### src/rtl/ds0_pat_pkg.sv
package ds0_pat_pkg;

  typedef enum logic [2:0] {
    PAT_BURST  = 3'd0,
    PAT_FLAG   = 3'd1,
    PAT_AVG    = 3'd2,
    PAT_LOW    = 3'd3,
    PAT_MIX    = 3'd4,
    PAT_XITION = 3'd5,
    PAT_RSV6   = 3'd6,
    PAT_RSV7   = 3'd7
  } pat_e;

  localparam logic [7:0] WIRE_ONES = 8'hFF;
  localparam logic [7:0] WIRE_ZERO = 8'h00;

  // Hex symbols go to the wire LSB first; the wire byte holds its first bit in bit 7.
  function automatic logic [7:0] hex_to_wire(input logic [7:0] h);
    logic [7:0] w;
    for (int k = 0; k < 8; k++) w[7-k] = h[k];
    return w;
  endfunction

endpackage

### src/rtl/ds0_seg_rom.sv
module ds0_seg_rom
  import ds0_pat_pkg::*;
#(
  parameter int SHORT_RUN = 100,
  parameter int LONG_RUN  = 200,
  parameter int XN_RUN    = 7,
  parameter int MIX_PAIRS = 4,
  parameter int SEG_W     = 5,
  parameter int CNT_W     = 8
) (
  input  pat_e             pat,
  input  logic [SEG_W-1:0] seg,
  output logic [7:0]       value,
  output logic [CNT_W-1:0] run_len,
  output logic             last_seg
);

  localparam int MIX_HALF = 2 * MIX_PAIRS;
  localparam logic [7:0] WIRE_FLAG = 8'h7E;

  int seg_i;
  assign seg_i = int'(seg);

  always_comb begin
    value    = WIRE_ZERO;
    run_len  = CNT_W'(1);
    last_seg = 1'b1;
    case (pat)
      PAT_BURST: begin
        value    = seg[0] ? WIRE_ZERO : WIRE_ONES;
        run_len  = CNT_W'(SHORT_RUN);
        last_seg = seg[0];
      end
      PAT_FLAG: begin
        value    = seg[0] ? WIRE_ZERO : WIRE_FLAG;
        run_len  = CNT_W'(SHORT_RUN);
        last_seg = seg[0];
      end
      PAT_AVG: begin
        value    = hex_to_wire(8'h32);
        run_len  = CNT_W'(LONG_RUN);
        last_seg = 1'b1;
      end
      PAT_LOW: begin
        value    = hex_to_wire(8'h40);
        run_len  = CNT_W'(LONG_RUN);
        last_seg = 1'b1;
      end
      PAT_MIX: begin
        if (seg_i < MIX_HALF) begin
          value   = seg[0] ? WIRE_ZERO : WIRE_ONES;
          run_len = CNT_W'(SHORT_RUN);
        end else if (seg_i < 2 * MIX_HALF) begin
          value   = seg[0] ? WIRE_ZERO : WIRE_FLAG;
          run_len = CNT_W'(SHORT_RUN);
        end else if (seg_i == 2 * MIX_HALF) begin
          value   = hex_to_wire(8'h32);
          run_len = CNT_W'(LONG_RUN);
        end else begin
          value   = hex_to_wire(8'h40);
          run_len = CNT_W'(LONG_RUN);
        end
        last_seg = (seg_i >= 2 * MIX_HALF + 1);
      end
      PAT_XITION: begin
        value    = seg[0] ? WIRE_ONES : hex_to_wire(8'h7F);
        run_len  = seg[0] ? CNT_W'(1) : CNT_W'(XN_RUN);
        last_seg = seg[0];
      end
      default: begin
        value    = WIRE_ZERO;
        run_len  = CNT_W'(1);
        last_seg = 1'b1;
      end
    endcase
  end

endmodule

### src/rtl/ds0_seq_ctrl.sv
module ds0_seq_ctrl
  import ds0_pat_pkg::*;
#(
  parameter int SEG_W = 5,
  parameter int CNT_W = 8
) (
  input  logic             clk,
  input  logic             rst,
  input  logic             start,
  input  logic             byte_en,
  input  pat_e             pat_sel,
  input  logic [CNT_W-1:0] run_len,
  input  logic             last_seg,
  output logic [SEG_W-1:0] q_seg
);

  pat_e             cur_pat;
  logic [SEG_W-1:0] seg_r;
  logic [CNT_W-1:0] rep_r;
  logic             restart;
  logic [CNT_W-1:0] eff_rep;
  logic             seg_end;

  always_comb begin
    restart = start || (pat_sel != cur_pat);
    q_seg   = restart ? '0 : seg_r;
    eff_rep = restart ? '0 : rep_r;
    seg_end = (eff_rep == run_len - CNT_W'(1));
  end

  always_ff @(posedge clk) begin
    if (rst) begin
      cur_pat <= PAT_BURST;
      seg_r   <= '0;
      rep_r   <= '0;
    end else if (byte_en) begin
      cur_pat <= pat_sel;
      if (seg_end) begin
        rep_r <= '0;
        seg_r <= last_seg ? '0 : q_seg + SEG_W'(1);
      end else begin
        rep_r <= eff_rep + CNT_W'(1);
        seg_r <= q_seg;
      end
    end else if (start) begin
      cur_pat <= pat_sel;
      seg_r   <= '0;
      rep_r   <= '0;
    end
  end

endmodule

### src/rtl/ds0_byte_serializer.sv
module ds0_byte_serializer #(
  parameter int W = 8
) (
  input  logic         clk,
  input  logic         rst,
  input  logic         load,
  input  logic [W-1:0] din,
  output logic         ser_bit,
  output logic         ser_valid
);

  localparam int CW = $clog2(W + 1);

  logic [W-1:0]  sh;
  logic [CW-1:0] cnt;

  always_ff @(posedge clk) begin
    if (rst) begin
      sh  <= '0;
      cnt <= '0;
    end else if (load) begin
      sh  <= din;
      cnt <= CW'(W);
    end else if (cnt != '0) begin
      sh  <= {sh[W-2:0], 1'b0};
      cnt <= cnt - CW'(1);
    end
  end

  assign ser_bit   = sh[W-1];
  assign ser_valid = (cnt != '0);

endmodule

### src/rtl/ds0_fixed_pattern_gen.sv
module ds0_fixed_pattern_gen
  import ds0_pat_pkg::*;
#(
  parameter int SHORT_RUN = 100,
  parameter int LONG_RUN  = 200,
  parameter int XN_RUN    = 7,
  parameter int MIX_PAIRS = 4
) (
  input  logic       clk,
  input  logic       rst,
  input  logic       start,
  input  logic [2:0] pat_sel,
  input  logic       byte_en,
  output logic [7:0] byte_out,
  output logic       byte_valid,
  output logic       bit_out,
  output logic       bit_valid
);

  localparam int MAX_RUN = (SHORT_RUN > LONG_RUN) ?
                           ((SHORT_RUN > XN_RUN) ? SHORT_RUN : XN_RUN) :
                           ((LONG_RUN > XN_RUN) ? LONG_RUN : XN_RUN);
  localparam int CNT_W   = $clog2(MAX_RUN + 1);
  localparam int SEG_W   = $clog2(4 * MIX_PAIRS + 2);

  pat_e             sel_e;
  logic [SEG_W-1:0] q_seg;
  logic [7:0]       rom_value;
  logic [CNT_W-1:0] rom_run;
  logic             rom_last;

  assign sel_e = pat_e'(pat_sel);

  ds0_seq_ctrl #(.SEG_W(SEG_W), .CNT_W(CNT_W)) u_ctrl (
    .clk      (clk),
    .rst      (rst),
    .start    (start),
    .byte_en  (byte_en),
    .pat_sel  (sel_e),
    .run_len  (rom_run),
    .last_seg (rom_last),
    .q_seg    (q_seg)
  );

  ds0_seg_rom #(
    .SHORT_RUN (SHORT_RUN),
    .LONG_RUN  (LONG_RUN),
    .XN_RUN    (XN_RUN),
    .MIX_PAIRS (MIX_PAIRS),
    .SEG_W     (SEG_W),
    .CNT_W     (CNT_W)
  ) u_rom (
    .pat      (sel_e),
    .seg      (q_seg),
    .value    (rom_value),
    .run_len  (rom_run),
    .last_seg (rom_last)
  );

  always_ff @(posedge clk) begin
    if (rst) begin
      byte_out   <= '0;
      byte_valid <= 1'b0;
    end else begin
      byte_valid <= byte_en;
      if (byte_en) byte_out <= rom_value;
    end
  end

  ds0_byte_serializer #(.W(8)) u_ser (
    .clk       (clk),
    .rst       (rst),
    .load      (byte_en),
    .din       (rom_value),
    .ser_bit   (bit_out),
    .ser_valid (bit_valid)
  );

endmodule

### config.mk
export PLATFORM = sky130hd
export DESIGN_NAME = ds0_fixed_pattern_gen
export DESIGN_NICKNAME = d
export VERILOG_FILES = /design/src/rtl/ds0_pat_pkg.sv /design/src/rtl/ds0_seg_rom.sv /design/src/rtl/ds0_seq_ctrl.sv /design/src/rtl/ds0_byte_serializer.sv /design/src/rtl/ds0_fixed_pattern_gen.sv
export SDC_FILE = /design/constraint.sdc
export NUM_CORES = 1
export LEC_CHECK = 0
export ABC_AREA = 0
export BUFFER_PORTS_ARGS = -buffer_cell sky130_fd_sc_hd__buf_2
export CAP_MARGIN = 20
export CELL_PAD_IN_SITES_DETAIL_PLACEMENT = 1
export CELL_PAD_IN_SITES_GLOBAL_PLACEMENT = 1
export CORE_ASPECT_RATIO = 1.25
export CORE_UTILIZATION = 44
export CTS_CLUSTER_DIAMETER = 30
export DETAILED_ROUTE_END_ITERATION = 10
export PLACE_DENSITY_LB_ADDON = 0.15
export SLEW_MARGIN = 20
export SYNTH_ARGS = -nofsm -noshare
export SYNTH_HDL_FRONTEND = slang
export SYNTH_SLANG_ARGS = --single-unit
### constraint.sdc
create_clock -name clk -period 3.55 [get_ports clk]
set_input_delay 0.1775 -clock clk [delete_from_list [all_inputs] [get_ports clk]]
set_output_delay 0.1775 -clock clk [all_outputs]
set_load 0.03 [all_outputs]
==> results summary <==
Derived from the worst setup path, the maximum achievable clock frequency is 333.6 MHz. The tree is rooted in a clkbuf_8. The capture instance of the worst register-to-register path is u_ctrl.seg_r[2]. CTS saw 34 sinks. The final setup violation count is 0. From left edge to right edge, the die measures 67.68 µm. The clock tree skew after final layout came out at 0.006885 ns. The total length of routed wires came out at 6666 µm. The maximum resistive drop on vdd came out at 0.0001703 V. The die is 84.10 µm tall. The shortest period the worst path allows came out at 2.997 ns. TritonCTS built the clock tree. Summing the areas of all and, or, nand and nor instances in the mapped netlist gives 31.75% of the synthesized area. The critical path starts at u_ctrl.cur_pat[1].

The startpoint identified for the worst register-to-register timing path is u_ctrl.cur_pat[1]. Yosys instantiated no cell more often than nand2_1. The summed instance area of the synthesized netlist came out at 0.002372 mm². The compound-gate portion of the synthesized area came out at 25.16%. In this run the worst setup path terminates at u_ctrl.seg_r[2]. The via count of the first global-routing pass came out at 2,187. The number of warning messages in the yosys log is 0.

Buffers inserted to repair hold after CTS numbered 0. The longest clock path from root to sink contains 2 buffers. The count of pins on the block boundary came out at 18. The gate count after technology mapping is 313. The number of remaining DRC errors came out at 0. The congestion estimate from routability-driven global placement came to 0.8463. The number of cell rows came out at 29. After synthesis, the share of cell area in mux cells is 1.055%. The wire length per cell after detailed routing came out at 17.40 µm. The number of fillers in the final layout is 673. After global routing the overflow that remains totals 0. Counting cells, the worst reg-to-reg path comes to 11. For this run, the register share of the synthesized area comes to 28.69%. Setup repair after global routing left no endpoint under its margin. The quantity of gates resized following cts came out at 0. The number of flip-flops and latches in the synthesized netlist is 34.

The hold slack came out at 0.2609 ns. The number of post-CTS setup repair buffers is 0. Dividing total power by cell area gives a power density of 381.5 mW/mm². In the synthesized netlist the dominant register cell turns out to be dfxtp_1. The number of antenna diodes came out at 0. The run finished with clean final reports.

The count of endpoints failing hold in the final timing report was 0. The initial DRC count came out at 99. The setup check on the worst reg-to-reg path leaves a slack of 0.55 ns. The remaining antenna violation count after routing came out at 0. The final HPWL from detailed placement is 4719 µm.

The initial core utilization is 46.37%. The clock-pin slew of the registers on the worst-case setup and hold paths is 0.07 ns. The post-synthesis to final-layout area growth came out at 8.122%. The largest fanout on the critical path came out at 19. The number of I/O port buffers came out at 17. In the post-synthesis netlist, the biggest area contributors are dfxtp_1 29%, nand2_1 8.1%, a21oi_1 5.7%. The met1 track utilization from global routing came out at 29.88%. Ranked by instance count, the synthesized netlist is headed by 51 x nand2_1, 34 x dfxtp_1, 27 x a21oi_1. The required time reported for the critical path endpoint came out at 3.76 ns. The H-tree level count is 2.

The overall routing resource usage is 25.18%. The largest family of logic cells by synthesized area is simple AND/OR/NAND/NOR gates. A synthesized cell averages 7.579 µm². The layer flagged by global routing as most heavily used is met2.

The largest net degree at the start of global routing is 26. The max-capacitance violation count came out at 0. Dividing the detail-routed via count by the number of cells gives 6.070. The aggregate negative setup slack is 0 ns. The relative slew slack is 56.02%. The final worst-path cycle share came out at 84.43%.

The die footprint is 0.005691 mm². STA classifies the critical path startpoint as a flop. The first detailed-routing pass took 4 iterations. The synthesized design contains 0 enable-type register cells. The standby leakage power is 0.9843 nW. In the final layout, the share of cells above drive strength 1 is 13.71%.

The clock latency on the worst-skew pair is 0.29 ns. STA classifies the critical path endpoint as a flop. At the pin with the least slew margin, the transition time is 0.6528 ns. The core outline area came out at 0.005116 mm². The final max-slew violation count is 0. The distinct cell type count of the synthesized netlist is 60. The total via count after detailed routing came out at 2,325.

The global-route wire length before repair is 10,830 µm. The met3 usage in global routing came out at 4.235%. The post-synthesis adder-cell area fraction is 3.692%. The class of the most critical hold timing path is primary input to flop.

The area share of the largest cell type after synthesis came out at 28.69%. The synthesized netlist net count is 327. The global routing usage on met2 is 43.02%. The fraction of synthesized cell area in xor and xnor cells is 2.162%. Along the worst hold path, the cell count comes to 3. The initial antenna violation count is 0. STA puts the critical path data arrival time at 3.21 ns. The post-synthesis async set-or-reset flop share came out at 0%. The final layout contains 334 nets. The start-to-end type of the worst setup path is flop to flop. dfxtp_1 takes more of the synthesized area than any other cell.

The number of clock buffers inserted by TritonCTS is 5.
==> worst max-delay path, cell delays in order (launching register included) <==
cell and delay (ns):
dfxtp_1 0.33, xnor2_1 0.24, and4b_1 0.25, nand2_1 0.08, nand4b_1 0.10, ha_1 0.28, nand2_1 0.14, and3_4 0.21
nor4_4 0.37, nand3_4 0.25, or4_1 0.55, o211ai_1 0.11
==> routing by layer <==
metal / wire, µm / vias up / share of wire, %
li1: - / 1150 / -
met1: 2886 / 1124 / 43
met2: 3430 / 38 / 51
met3: 203 / 13 / 3.0
met4: 146 / 0 / 2.2
met5: 0 / - / 0
==> stage by stage <==
step | setup WS [ns] | power [W] | instance area (µm²) | utilization [%] | instances
CTS | 0.5561 | 0.0009906 | 2565 | 50.13 | 383
finish | 0.5526 | 0.0009786 | 2565 | 50.13 | 383
detailed placement | 0.5164 | 0.0006327 | 2459 | 48.06 | 375
global route | 0.2571 | 0.001025 | 2565 | 50.13 | 383
floorplan | 0.6735 | 0.0005864 | 2372 | - | 313
global placement | 0.6289 | 0.0006269 | 2459 | 48.06 | 375
==> where the power goes <==
| group | internal [W] | total [W] | switching [W] |
|---|---|---|---|
| clock | 0.000210 | 0.000356 | 0.000145 |
| sequential | 0.000402 | 0.000415 | 0.0000124 |
| combinational | 0.0000669 | 0.000208 | 0.000142 |
==> how the worst min path moves through the flow <==
stage	slack [ns]	from	end
2_1_floorplan	0.34	byte_en	byte_valid
3_3_place_gp	0.43	byte_out[0]	byte_out[0]
3_5_place_dp	0.45	byte_out[7]	byte_out[7]
4_1_cts	0.25	start	u_ctrl.rep_r[0]
5_1_grt	0.27	start	u_ctrl.rep_r[0]
6_report	0.26	start	u_ctrl.rep_r[0]
==> flip-flops by register name, summed over array words and instances, names as in the netlist <==
register	count
u_ser.sh	8
byte_valid	1
u_ctrl.cur_pat	3
byte_out	5
u_ctrl.seg_r	5
u_ctrl.rep_r	8
u_ser.cnt	4
==> layout by cell type, fill, tap and decap left out, drive strengths merged, types with 4 or more instances in the layout <==
master | netlist | layout
nor3 | 8 | 8
a21oi | 27 | 27
nor2b | 6 | 6
nand2 | 52 | 52
nand3 | 12 | 12
nor2 | 22 | 22
buf | 12 | 25
or3 | 4 | 4
nand4 | 5 | 5
inv | 11 | 11
ha | 7 | 7
dfxtp | 34 | 34
a211oi | 4 | 4
xnor2 | 4 | 4
clkbuf | 13 | 7
or4 | 4 | 4
a31oi | 8 | 8
o2111ai | 4 | 4
o211ai | 13 | 13
and3 | 6 | 6
o21ai | 15 | 15
==> cell families (layout without fill, tap and decap cells) <==
kind of cell	count (synthesis)	in the layout
adder cells (fa/ha/maj)	7	7
AO/OA/AOI/OAI	89	89
buffers and inverters	36	44
XOR/XNOR	5	5
multiplexers	2	2
AND/OR/NAND/NOR	140	140
flip-flops	34	34
==> final cells by class <==
type / count / area, µm² / share of cell area (%)
Inverter: 11 / 41.29 / 1.610
Multi-Input combinational cell: 243 / 1514 / 59.02
Sequential cell: 34 / 680.7 / 26.54
Tap cell: 62 / 77.57 / 3.024
Timing Repair Buffer: 25 / 145.1 / 5.659
Clock buffer: 7 / 76.32 / 2.976
Clock inverter: 1 / 30.03 / 1.171
Note: power is estimated with default switching activity, not from simulation.
